===== config.mk =====
export PLATFORM = sky130hd
export DESIGN_NAME = sd_ber_detector
export DESIGN_NICKNAME = d
export VERILOG_FILES = /design/src/rtl/sd_ber_pkg.sv /design/src/rtl/sd_block_acc.sv /design/src/rtl/sd_interval_ctr.sv /design/src/rtl/sd_ber_detector.sv
export SDC_FILE = /design/constraint.sdc
export NUM_CORES = 1
export LEC_CHECK = 0
export BUFFER_PORTS_ARGS = -buffer_cell sky130_fd_sc_hd__buf_2
export CAP_MARGIN = 20
export CELL_PAD_IN_SITES_DETAIL_PLACEMENT = 0
export CELL_PAD_IN_SITES_GLOBAL_PLACEMENT = 1
export CORE_ASPECT_RATIO = 1.5
export CORE_UTILIZATION = 37
export DETAILED_ROUTE_END_ITERATION = 8
export PLACE_DENSITY_LB_ADDON = 0.25
export RECOVER_POWER = 25
export SETUP_SLACK_MARGIN = 0.15
export SYNTH_ARGS = -nofsm -noshare
export SYNTH_HDL_FRONTEND = slang
export SYNTH_SLANG_ARGS = --single-unit

===== constraint.sdc =====
create_clock -name clk -period 6.1 [get_ports clk]
set_clock_uncertainty 0.1 [all_clocks]
set_input_delay 0.915 -clock clk [delete_from_list [all_inputs] [get_ports clk]]
set_output_delay 0.915 -clock clk [all_outputs]
set_load 0.1 [all_outputs]

===== src/rtl/sd_ber_pkg.sv =====
// Shared types for the signal degrade detector.
package sd_ber_pkg;
    typedef enum logic {
        SD_CLEAR = 1'b0,
        SD_DECL  = 1'b1
    } sd_mode_e;
endpackage


===== src/rtl/sd_block_acc.sv =====
// Per-block error accumulator.
// Picks the error source, sums frame errors with saturation, and counts
// frames. blk_end pulses on the strobe that completes a block, and blk_errs
// then holds that block's full sum. Assumes nfrm is stable within a block.
// A length of 0 acts as 1.
module sd_block_acc #(
    parameter int ERR_W = 8,
    parameter int ACC_W = 8,
    parameter int FRM_W = 19
) (
    input  logic             clk,
    input  logic             rst_n,
    input  logic             restart,
    input  logic             frame_stb,
    input  logic             src_sel,
    input  logic [ERR_W-1:0] err_a,
    input  logic [ERR_W-1:0] err_b,
    input  logic [FRM_W-1:0] nfrm,
    output logic             blk_end,
    output logic [ACC_W-1:0] blk_errs
);
    localparam int SUM_W = ((ACC_W > ERR_W) ? ACC_W : ERR_W) + 1;
    localparam logic [ACC_W-1:0] ACC_MAX = '1;

    logic [ACC_W-1:0] acc_q;
    logic [FRM_W-1:0] frm_q;
    logic [ERR_W-1:0] err_sel;
    logic [SUM_W-1:0] sum;
    logic [FRM_W-1:0] frm_lim;

    // Source select, saturating sum and end-of-block detect.
    always_comb begin
        err_sel  = src_sel ? err_b : err_a;
        sum      = SUM_W'(acc_q) + SUM_W'(err_sel);
        blk_errs = (sum > SUM_W'(ACC_MAX)) ? ACC_MAX : sum[ACC_W-1:0];
        frm_lim  = (nfrm == '0) ? FRM_W'(1) : nfrm;
        blk_end  = frame_stb && (({1'b0, frm_q} + 1'b1) >= {1'b0, frm_lim});
    end

    // Accumulator and frame counter, cleared at block end or restart.
    always_ff @(posedge clk) begin
        if (!rst_n || restart) begin
            acc_q <= '0;
            frm_q <= '0;
        end else if (frame_stb) begin
            if (blk_end) begin
                acc_q <= '0;
                frm_q <= '0;
            end else begin
                acc_q <= blk_errs;
                frm_q <= frm_q + 1'b1;
            end
        end
    end

    // inside a block the running sum never falls, so it cannot wrap.
    a_r6_acc_no_wrap: assert property (@(posedge clk) disable iff (!rst_n)
        (frame_stb && !blk_end && !restart) |=> (acc_q >= $past(acc_q)));
endmodule


===== src/rtl/sd_interval_ctr.sv =====
// Interval counter.
// Counts finished blocks and the blocks classified as hits within the current
// interval. thr_hit pulses on a block end whose hit count reaches mthr.
// Counters restart after nblk blocks or on restart. A length of 0 acts as 1.
module sd_interval_ctr #(
    parameter int BLK_W = 12,
    parameter int CNT_W = 8
) (
    input  logic             clk,
    input  logic             rst_n,
    input  logic             restart,
    input  logic             blk_end,
    input  logic             blk_hit,
    input  logic [BLK_W-1:0] nblk,
    input  logic [CNT_W-1:0] mthr,
    output logic             thr_hit
);
    logic [BLK_W-1:0] blk_q;
    logic [CNT_W-1:0] hit_q;
    logic [CNT_W-1:0] hit_nx;
    logic [BLK_W-1:0] blk_lim;
    logic             int_end;

    // Saturating hit count, threshold compare and end-of-interval detect.
    always_comb begin
        hit_nx  = (blk_hit && hit_q != '1) ? hit_q + 1'b1 : hit_q;
        thr_hit = blk_end && (hit_nx >= mthr);
        blk_lim = (nblk == '0) ? BLK_W'(1) : nblk;
        int_end = ({1'b0, blk_q} + 1'b1) >= {1'b0, blk_lim};
    end

    // Block and hit counters, cleared at interval end or restart.
    always_ff @(posedge clk) begin
        if (!rst_n || restart) begin
            blk_q <= '0;
            hit_q <= '0;
        end else if (blk_end) begin
            if (int_end) begin
                blk_q <= '0;
                hit_q <= '0;
            end else begin
                blk_q <= blk_q + 1'b1;
                hit_q <= hit_nx;
            end
        end
    end

    // hits in an interval never exceed the blocks already counted in it.
    a_r4_hits_within_interval: assert property (@(posedge clk) disable iff (!rst_n)
        (32'(hit_q) <= 32'(blk_q)));
endmodule


===== src/rtl/sd_ber_detector.sv =====
// Signal degrade detector, top level.
// Holds the degrade state and selects the set or clear parameters from it.
// Classifies each finished block as bad (while clear) or good (while declared).
// Applies forcing with force_set over force_clr, and restarts all windows on
// any state change. Assumes THR_W <= ACC_W and that forcing inputs are single
// cycle.
module sd_ber_detector
    import sd_ber_pkg::*;
#(
    parameter int ERR_W = 8,
    parameter int ACC_W = 8,
    parameter int FRM_W = 19,
    parameter int BLK_W = 12,
    parameter int THR_W = 4,
    parameter int CNT_W = 8
) (
    input  logic             clk,
    input  logic             rst_n,
    input  logic             frame_stb,
    input  logic             src_sel,
    input  logic [ERR_W-1:0] err_a,
    input  logic [ERR_W-1:0] err_b,
    input  logic [FRM_W-1:0] set_nfrm,
    input  logic [BLK_W-1:0] set_nblk,
    input  logic [THR_W-1:0] set_lthr,
    input  logic [CNT_W-1:0] set_mthr,
    input  logic [FRM_W-1:0] clr_nfrm,
    input  logic [BLK_W-1:0] clr_nblk,
    input  logic [THR_W-1:0] clr_lthr,
    input  logic [CNT_W-1:0] clr_mthr,
    input  logic             force_set,
    input  logic             force_clr,
    input  logic             irq_mask,
    output logic             sd_state,
    output logic             sd_delta,
    output logic             sd_irq
);
    sd_mode_e         mode_q, mode_nx;
    logic             delta_q;
    logic             change;
    logic [FRM_W-1:0] cur_nfrm;
    logic [BLK_W-1:0] cur_nblk;
    logic [CNT_W-1:0] cur_mthr;
    logic             blk_end;
    logic [ACC_W-1:0] blk_errs;
    logic             blk_hit;
    logic             thr_hit;

    // Active parameter set follows the current state.
    always_comb begin
        cur_nfrm = (mode_q == SD_DECL) ? clr_nfrm : set_nfrm;
        cur_nblk = (mode_q == SD_DECL) ? clr_nblk : set_nblk;
        cur_mthr = (mode_q == SD_DECL) ? clr_mthr : set_mthr;
        blk_hit  = (mode_q == SD_DECL) ? (blk_errs < ACC_W'(clr_lthr))
                                       : (blk_errs >= ACC_W'(set_lthr));
    end

    sd_block_acc #(
        .ERR_W(ERR_W), .ACC_W(ACC_W), .FRM_W(FRM_W)
    ) u_acc (
        .clk(clk), .rst_n(rst_n), .restart(change), .frame_stb(frame_stb),
        .src_sel(src_sel), .err_a(err_a), .err_b(err_b), .nfrm(cur_nfrm),
        .blk_end(blk_end), .blk_errs(blk_errs)
    );

    sd_interval_ctr #(
        .BLK_W(BLK_W), .CNT_W(CNT_W)
    ) u_int (
        .clk(clk), .rst_n(rst_n), .restart(change), .blk_end(blk_end),
        .blk_hit(blk_hit), .nblk(cur_nblk), .mthr(cur_mthr), .thr_hit(thr_hit)
    );

    // Next state: forcing first, then the algorithm's toggle.
    always_comb begin
        if (force_set)
            mode_nx = SD_DECL;
        else if (force_clr)
            mode_nx = SD_CLEAR;
        else if (thr_hit)
            mode_nx = (mode_q == SD_DECL) ? SD_CLEAR : SD_DECL;
        else
            mode_nx = mode_q;
        change = (mode_nx != mode_q);
    end

    // State register and one-cycle change flag.
    always_ff @(posedge clk) begin
        if (!rst_n) begin
            mode_q  <= SD_CLEAR;
            delta_q <= 1'b0;
        end else begin
            mode_q  <= mode_nx;
            delta_q <= change;
        end
    end

    assign sd_state = (mode_q == SD_DECL);
    assign sd_delta = delta_q;
    assign sd_irq   = delta_q & ~irq_mask;

    // a set pulse always leaves the state declared.
    a_r7_force_set: assert property (@(posedge clk) disable iff (!rst_n)
        force_set |=> sd_state);
    // a lone clear pulse always leaves the state clear.
    a_r7_force_clr: assert property (@(posedge clk) disable iff (!rst_n)
        (force_clr && !force_set) |=> !sd_state);
    // the change flag only appears when the state actually moved.
    a_r9_delta_marks_change: assert property (@(posedge clk) disable iff (!rst_n)
        sd_delta |-> (sd_state != $past(sd_state)));
endmodule


======== Word-level counts from Yosys, hierarchy flattened ========
Cells that the tools add are included.
word-level totals
  bits in registers ....................... 49
  output and inout port bits .............. 3
  logic and storage cells ................. 46
  input bits .............................. 109
operators by class
  bitwise logic cells ..................... 2
  reductions and logical operators ........ 7
  equal/unequal tests ..................... 2
  muxes and demuxes ....................... 17
  $lt $le $gt $ge ......................... 6
  $add $sub $neg .......................... 6
operators by type and width
  cell                                                           number
  2-to-1 mux 19 bit                                              3
  2-to-1 mux 8 bit                                               6
  2-to-1 mux 12 bit                                              3
  adder 19 x 1 -> 20 bit, second input constant                  1
  greater-or-equal comparator 20 x 19 -> 1 bit                   1
  adder 19 x 1 -> 19 bit, second input constant                  1
  zero test 19 bit                                               1
  adder 12 x 1 -> 13 bit, second input constant                  1
  greater-or-equal comparator 13 x 12 -> 1 bit                   1
  adder 12 x 1 -> 12 bit, second input constant                  1
  zero test 12 bit                                               1
  adder 8 x 8 -> 9 bit                                           1
  greater-than comparator 9 x 8 -> 1 bit, second input constant  1
  adder 8 x 1 -> 8 bit, second input constant                    1
  greater-or-equal comparator 8 x 4 -> 1 bit                     1
  greater-or-equal comparator 8 bit                              1
  less-than comparator 8 x 4 -> 1 bit                            1
  inequality test 8 bit, second input constant                   1
  2-to-1 mux 1 bit                                               5
  logical AND 1 bit                                              3
  AND 1 bit                                                      1
  zero test 1 bit                                                1
  logical OR 1 bit                                               1
  inequality test 1 bit                                          1
  NOT 1 bit                                                      1

======== Longest topological paths before layout ========
Gate-level depths: netlist (run 1).
  depth after elaboration ................. 15
  depth in mapped cells ................... 26
  depth with buffers taken out ............ 24

======== By module ========
Synthesis (run 1) repeated with hierarchy kept, for this count alone.
second synthesis, totals
  cells, all modules ...................... 617
  area, all modules ....................... 5,096.1 um^2
modules (own cells, without submodules)
  module           seq. area each (um^2)  area an instance (um^2)  instances  cells an instance
  sd_block_acc     540.5                  2,648.8                  1          327
  sd_interval_ctr  400.4                  1,694.1                  1          211
  sd_ber_detector  40.0                   753.2                    1          79

======== Worst setup path after synthesis (run 1) ========
OpenSTA, ideal clock, no wires.
  kind .................................... input port to flip-flop
  start point ............................. in src_sel
  end point ............................... reg u_int.hit_q[5]
  path buffers ............................ 1
  slack ................................... -219 ps
  required time ........................... 5,921 ps
  cell stages on the path ................. 25
  library setup time ...................... 79 ps
  arrival time ............................ 6,140 ps
  cell sequence ........................... clkbuf_1 > mux2_2 > ha_1 > fa_1 > a21oi_1 > a2bb2oi_2 > o21ai_1 > or2_2 > ha_1 > a21o_1 > a21oi_1 > o2111ai_1 > or4_1 > a21boi_0 > nand3_1 > nand2_1 > ha_1 > a21oi_1 > o21ai_0 > a21oi_1 > o21ai_0 > o2111ai_1 > o21bai_1 > or4bb_1 > o211ai_1
on the way
  cells in the longest elaborated chain, start to end .. 15
  elaborated cells between the ends (all ways) .. 17
  those cells by class .................... add/sub: 1; order compare: 4; eq/ne: 1; mux: 8; reduce/logical: 3
ends and longest elaborated chain
  what                                                                                               line                                          text
  start: declaration                                                                                 sd_ber_detector.sv:20                         input logic src_sel,
  2-to-1 mux 8 bit (*)                                                                               sd_block_acc.sv:33                            err_sel = src_sel ? err_b : err_a;
  adder 8 x 8 -> 9 bit (*)                                                                           sd_block_acc.sv:34                            sum = SUM_W'(acc_q) + SUM_W'(err_sel);
  greater-than comparator 9 x 8 -> 1 bit                                                             sd_block_acc.sv:35                            blk_errs = (sum > SUM_W'(ACC_MAX)) ? ACC_MAX : sum[ACC_W-1:0];
  2-to-1 mux 8 bit (*)                                                                               sd_block_acc.sv:35
  greater-or-equal comparator 8 x 4 -> 1 bit or less-than comparator 8 x 4 -> 1 bit (tied branches)  sd_ber_detector.sv:55, sd_ber_detector.sv:54
  2-to-1 mux 1 bit (*)                                                                               sd_ber_detector.sv:54                         blk_hit = (mode_q == SD_DECL) ? (blk_errs < ACC_W'(clr_lthr))
  logical AND 1 bit (*)                                                                              sd_interval_ctr.sv:26                         hit_nx = (blk_hit && hit_q != '1) ? hit_q + 1'b1 : hit_q;
  2-to-1 mux 8 bit (*)                                                                               sd_interval_ctr.sv:26
  greater-or-equal comparator 8 bit                                                                  sd_interval_ctr.sv:27                         thr_hit = blk_end && (hit_nx >= mthr);
  logical AND 1 bit                                                                                  sd_interval_ctr.sv:27
  2-to-1 mux 1 bit                                                                                   sd_ber_detector.sv:79                         else if (thr_hit)
  2-to-1 mux 1 bit                                                                                   sd_ber_detector.sv:77                         else if (force_clr)
  2-to-1 mux 1 bit                                                                                   sd_ber_detector.sv:75                         if (force_set)
  inequality test 1 bit                                                                              sd_ber_detector.sv:83                         change = (mode_nx != mode_q);
  logical OR 1 bit                                                                                   sd_interval_ctr.sv:34                         if (!rst_n || restart) begin
  end signal: assignment                                                                             sd_interval_ctr.sv:43                         hit_q <= hit_nx;
  end: declaration                                                                                   sd_interval_ctr.sv:19                         logic [CNT_W-1:0] hit_q;
Every way passes the cells marked *; elsewhere a longest branch is shown, timed or not.
A chain may end at the register's enable or synchronous reset.

======== Worst setup path after layout (run 1) ========
  start point ............................. in src_sel
  end point ............................... reg u_int.hit_q[1]
The elaborated chain is that of the path after synthesis.

==> impl_results.md, run 1 <==
- Area Overhead vs Synth: 31.9%
- Period minus WS final: 5.84 ns
- Total placed instance area: 5700 um^2
- Total Nets Final: 896
- Worst Max-Slew Pin Slew: 1.18 ns
- Io pins: 112
- Clock latency on the worst-skew pair: 0.29 ns
- Post-synthesis simple-gate area fraction: 0.213
- CP max-delay cell: or4b_1
- Most common cell on crit path: o21ai_2
- Netlist Area Pre-Place: 4770 um^2
- Critical Path Start: src_sel
- Syn Inst Count: 579
- Worst r2r path cells: 14
- Synth area leader: dfxtp_1
- Hold buffers post-CTS: 0
- R2R setup slack: 0.65 ns
- Adder-Cell Fraction of Synth Area: 0.154
- Final period util: 0.958
- Layout cell share with drive strength beyond 1: 0.319
- Fill cell count: 1219
- Path type of the worst min-delay path: reg2reg
- Levels on crit path: 26
- F_max: 171 MHz
- Port Buffer Count: 111
- Via density: 5.44
- H-tree levels: 2
- HPWL Detailed: 10200 um
- Share of synthesized area spent on multiplexers: 0.110
- Pwr dens: 151 nW/um^2
- WP buf/inv: 4
- Post-route ant nets: 0
- Post-synthesis sequential area ratio: 0.206
- Status: finished clean
- Area contributors post-synth: dfxtp_1 (21%), ha_1 (15%), mux2i_1 (8.6%), a21oi_1 (4.7%), xnor2_1 (4.0%)
- Setup tns final: 0 ns
- CP Capture Type: register
- Pint: 0.645 mW
- DR WL/cell: 15.2 um
- Sequential power share: 0.353
- Critical Path Start Type: primary input
- Clock sink total: 49
- Residual DRC: 0
- Crit Reg-Reg Startpoint: sd_state
- Mean Syn Cell Area: 8.24 um^2
- Logic gate share of total power: 0.353
- Setup Viol. Count Final: 0
- Design Area, Final: 6290 um^2
- Number of enable flip-flop cells after synthesis: 0
- Worst path max stage delay: 0.50 ns
- Initial antenna violation count: 0
- Fin cells: 886
- Mapped Nets: 746
- Crit path to: u_int.hit_q[1]
- Most frequent cells in the layout: buf_2 (108), buf_4 (54), ha_1 (49), dfxtp_1 (49)
- Syn. warnings: 0
- Core footprint: 12500 um^2
- Worst Path Required: 6.21 ns
- Seq cells post-synth: 49
- Main combinational cell family by area after synthesis: simple AND/OR/NAND/NOR gates
- R2r endpoint: u_acc.frm_q[6]
- Inserted Clock Buffers: 5
- Synth Area in Compound Gates: 0.207
- Synth unique cells: 63
- VDD IR-drop max: 118 uV
- Post-synthesis async set-or-reset flop share: 0
- Power Total: 0.947 mW
- RePlAce Congestion: 0.862
- Total global routing overflow: 0
- First-pass GRT wire length: 21500 um
- Die area: 13400 um^2
- P_sw: 0.302 mW
- CTS tree: done
- Synth top area share: 0.206
- Die Span Y: 141 um
- P_leak: 2.74 nW
- Min-Delay Path Depth: 2
- Clock power frac: 0.293
- GRT Overall Usage: 0.199
- # placed instances: 853
- Post-synth top flop: dfxtp_1
- Clock root buffer: clkbuf_16
- Rel. slew slack: 0.209
- Final Max Slew Viols: 0
- Crit Path Class: in2reg
- Most common cell after layout, fill and taps aside: buf_2
- Final Hold Fails: 0
- CP arrival: 5.95 ns
- Clk buf depth: 2
- Vias in the first global route: 4690
- Switching part of the total: 0.319
- Die width: 94.7 um
- Max Cap Viol: 0
- Drt pass-1 iters: 6
- Initial core utilization: 0.381
- RSZ-0062 raised after global routing: true
- CP top delay family: compound AO/OA/AOI/OAI gates
- DR vias: 4822
- Ant. Diodes: 0
- 1st-iter DRT viols: 137
- DRT Wirelength: 13500 um
- Clock Pin Slew Worst Setup and Hold Paths: 0.07 ns
- Worst Path Max Fanout: 7
- Hold_sp: u_acc.acc_q[5]
- Largest net degree at the start of global routing: 48
- Synth Area in XOR/XNOR: 0.0698
- Rows: 50
-- worst min path at each step --
stage               slack (ns)               to
floorplan                 0.35   u_acc.acc_q[2]
global placement          0.37   u_acc.acc_q[6]
detailed placement        0.38  u_acc.frm_q[10]
CTS                       0.39   u_acc.acc_q[6]
global route              0.42   u_acc.acc_q[2]
finish                    0.39   u_acc.acc_q[5]
-- state kept, by name, indices dropped and copies added, names as in the netlist --
register	count
u_int.blk_q	12
sd_delta	1
u_acc.acc_q	8
sd_state	1
u_acc.frm_q	19
u_int.hit_q	8
-- worst reg2reg max path, delay by kind of cell (launching register included) --
family | cells | cell delay [ns]
AND/OR/NAND/NOR | 7 | 1.77
flip-flops | 1 | 1.10
AO/OA/AOI/OAI | 4 | 1.00
buffers and inverters | 1 | 0.75
multiplexers | 1 | 0.41
adder cells (fa/ha/maj) | 1 | 0.25
-- cell type report --
| cell class | count | area (um^2) | area share |
|---|---|---|---|
| Clock inverter | 3 | 17.5 | 0.00279 |
| Inverter | 19 | 71.3 | 0.0113 |
| Clock buffer | 5 | 125 | 0.0199 |
| Timing Repair Buffer | 169 | 1010 | 0.161 |
| Sequential cell | 49 | 981 | 0.156 |
| Tap cell | 156 | 195 | 0.0310 |
| Multi-Input combinational cell | 485 | 3880 | 0.618 |
-- repair_timing --
item	in CTS	in global routing
pin swaps	17	32
buffers inserted	17	8
gates resized for setup	18	32
setup endpoints to repair	20	23
-- cell families after synthesis --
| group | count (synthesis) |
|---|---|
| xor+xnor | 38 |
| buf+inv | 45 |
| simple gates | 192 |
| mux | 51 |
| compound gates | 146 |
| flops | 49 |
| fa+ha+maj | 58 |
-- per-stage QoR --
stage	hold WS, ns	util	worst slack, ns
after floorplan	0.350	-	0.160
after global placement	0.369	0.456	-0.157
after detailed placement	0.378	0.456	-0.365
after CTS	0.391	0.483	0.151
after global routing	0.416	0.503	0.0200
final	0.392	0.503	0.258
-- power groups by stage --
stage / clock (mW) / sequential [mW] / combinational (mW)
floorplan: 0 / 0.342 / 0.165
global placement: 0 / 0.342 / 0.266
detailed placement: 0 / 0.342 / 0.275
CTS: 0.283 / 0.335 / 0.293
global route: 0.296 / 0.335 / 0.368
finish: 0.278 / 0.335 / 0.334
-- synthesized netlist by cell type, drive strengths merged, types with 4 or more instances --
cell and count:
ha 57, dfxtp 49, a21oi 45, mux2i 41
nand2 41, nor2 38, nand3 34, nand2b 28
o21ai 27, xnor2 22, inv 19, nand4 16
xor2 16, buf 13, clkbuf 13, a311oi 11
mux2 10, o211ai 9, a21o 7, a22oi 7
and3 6, nand3b 6, nor2b 5, o21a 5
a2111oi 4, a31oi 4
-- routing by layer --
metal	up-vias	track usage	share of wire
met5	-	0	0
met4	0	0.0670	0.025
met3	22	0.0216	0.021
met2	72	0.376	0.55
met1	2281	0.224	0.41
li1	2447	-	-
Note: power is estimated with default switching activity, not from simulation.
==> run 2: changes to the inputs <==
ABC_AREA = 1   (was not set)
CORE_UTILIZATION = 35   (was 37)
RECOVER_POWER = not set   (was 25)
==> impl_results.md, run 2 <==
- Min-Delay Path Depth: 2
- Critical Path Start: src_sel
- F_max: 178 MHz
- Number of enable flip-flop cells after synthesis: 0
- Worst Path Max Fanout: 8
- Vias in the first global route: 4571
- Residual DRC: 0
- Sequential power share: 0.351
- Most frequent cells in the layout: nand2_1 (132), buf_2 (111), inv_1 (103)
- DR vias: 4759
- Synth area leader: dfxtp_1
- Clock power frac: 0.346
- Most common cell after layout, fill and taps aside: nand2_1
- Io pins: 112
- Clock root buffer: clkbuf_16
- Synth unique cells: 42
- DRT Wirelength: 12700 um
- Clock Pin Slew Worst Setup and Hold Paths: 0.07 ns
- CP max-delay cell: fa_2
- P_leak: 2.96 nW
- Via density: 4.86
- Max Cap Viol: 0
- Most common cell on crit path: nand2_1
- Mapped Nets: 866
- Worst Max-Slew Pin Slew: 0.901 ns
- Power Total: 0.940 mW
- Clock sink total: 49
- Top reg by flops: u_acc.frm_q
- Clock latency on the worst-skew pair: 0.29 ns
- Post-route ant nets: 0
- GRT Overall Usage: 0.171
- Top flop regs: u_acc.frm_q (19), u_int.blk_q (12)
- Clk buf depth: 2
- Critical Path Start Type: primary input
- Largest net degree at the start of global routing: 45
- Netlist Area Pre-Place: 4890 um^2
- Top-count cell post-synth: nand2_1
- Rel. slew slack: 0.399
- Crit Reg-Reg Startpoint: u_acc.acc_q[0]
- Area Overhead vs Synth: 22.3%
- Mean Syn Cell Area: 6.99 um^2
- Max reg flops: 19
- Post-synth top flop: dfxtp_1
- Worst r2r path cells: 29
- Crit Path Class: in2reg
- Layout cell share with drive strength beyond 1: 0.242
- Hold_sp: u_acc.acc_q[7]
- 1st-iter DRT viols: 116
- Syn Inst Count: 699
- Drt pass-1 iters: 6
- Setup tns final: 0 ns
- Post-synthesis async set-or-reset flop share: 0
- RSZ-0062 raised after global routing: false
- Switching part of the total: 0.304
- Ant. Diodes: 0
- Status: finished clean
- HPWL Detailed: 10100 um
- Period minus WS final: 5.61 ns
- First-pass GRT wire length: 20200 um
- RePlAce Congestion: 0.883
- CP Capture Type: register
- Logic gate share of total power: 0.304
- CTS tree: done
- Total Nets Final: 984
- Rows: 52
- Syn. warnings: 0
- Die width: 98.5 um
- Worst path max stage delay: 0.36 ns
- Area contributors post-synth: dfxtp_1 (20%), ha_1 (15%), nand2_1 (10%), inv_1 (7.9%), mux2i_1 (6.3%)
- Initial core utilization: 0.361
- Worst Path Required: 6.23 ns
- Die Span Y: 147 um
- Seq cells post-synth: 49
- Core footprint: 13500 um^2
- Die area: 14400 um^2
- Total global routing overflow: 0
- Pint: 0.654 mW
- Pwr dens: 157 nW/um^2
- H-tree levels: 2
- VDD IR-drop max: 91.7 uV
- CP arrival: 5.74 ns
- Initial antenna violation count: 0
- Inserted Clock Buffers: 5
- Final Hold Fails: 0
- DR WL/cell: 13.0 um
- Port Buffer Count: 111
- Final period util: 0.919
- Top cells by count, synth: nand2_1 (133), inv_1 (103), nor2_1 (71)
- Setup Viol. Count Final: 0
- Path type of the worst min-delay path: reg2reg
- P_sw: 0.286 mW
- Synth top area share: 0.201
- Post-synthesis sequential area ratio: 0.201
- Final Max Slew Viols: 0
## run 2: cell count changes in the layout (fill, tap and decap cells not counted), sizes merged, moves of 14 or more
cell / previous run / this run
xnor2: 22 / 8
nor2: 38 / 104
a21oi: 45 / 30
a22oi: 7 / 24
nand2: 41 / 135
inv: 19 / 105
nand2b: 28 / 0
buf: 166 / 126
## run 2: repair_timing
action / 4_1_cts / 5_1_grt
endpoints found under the setup margin: 0 / 47
gates resized for setup: 0 / 8
buffers inserted: 0 / 3
hold buffers: 0 / 0
## run 2: per-layer routing
| metal | vias to the layer above | wire, um | global-route usage |
|---|---|---|---|
| met5 | - | 0 | 0 |
| met4 | 0 | 220 | 0.0567 |
| met3 | 13 | 338 | 0.0181 |
| met2 | 97 | 6600 | 0.324 |
| met1 | 2104 | 5560 | 0.197 |
| li1 | 2545 | - | - |
## run 2: critical path: cells and delay by family
kind	cells	cell delay [ns]
simple gates	18	2.20
fa+ha+maj	4	1.16
compound gates	5	0.73
buf+inv	3	0.39
mux	1	0.33
## run 2: power by group through the flow
stage	clock, mW	combinational [mW]	sequential [mW]
finish	0.325	0.285	0.330
global route	0.350	0.321	0.330
CTS	0.337	0.271	0.329
detailed placement	0	0.269	0.337
global placement	0	0.265	0.336
floorplan	0	0.176	0.342
## run 2: area by class of cell
| cell class | instances | area [um^2] |
|---|---|---|
| fillers | 1432 | 7550 |
| clock buffers | 6 | 139 |
| well taps | 162 | 203 |
| clock inverters | 2 | 37.5 |
| inverters | 106 | 398 |
| repair buffers | 129 | 785 |
| multi-input cells | 526 | 3430 |
| flip-flops and latches | 49 | 982 |
## run 2: stage by stage
step / area [um^2] / utilization / setup WS, ns / std cells / hold slack (ns)
2_1_floorplan: 4890 / - / 0.183 / 699 / 0.379
3_3_place_gp: 5650 / 0.417 / 0.114 / 964 / 0.421
3_5_place_dp: 5650 / 0.417 / 0.000172 / 964 / 0.435
4_1_cts: 5820 / 0.430 / 0.247 / 972 / 0.454
5_1_grt: 5980 / 0.442 / 0.120 / 980 / 0.472
6_report: 5980 / 0.442 / 0.492 / 980 / 0.444
## run 2: path summary, 6_finish.rpt
kind                     to  slack [ns]
max          u_int.hit_q[4]        0.49
min          u_acc.acc_q[7]        0.44
max reg2reg  u_int.hit_q[4]        1.21
min reg2reg  u_acc.acc_q[7]        0.44
## run 2: logic make-up after synthesis
family,after synthesis,synth area share
fa+ha+maj,58,0.150
xor+xnor,31,0.0556
mux,39,0.0819
buf+inv,125,0.106
flops,49,0.201
compound gates,87,0.109
simple gates,310,0.297
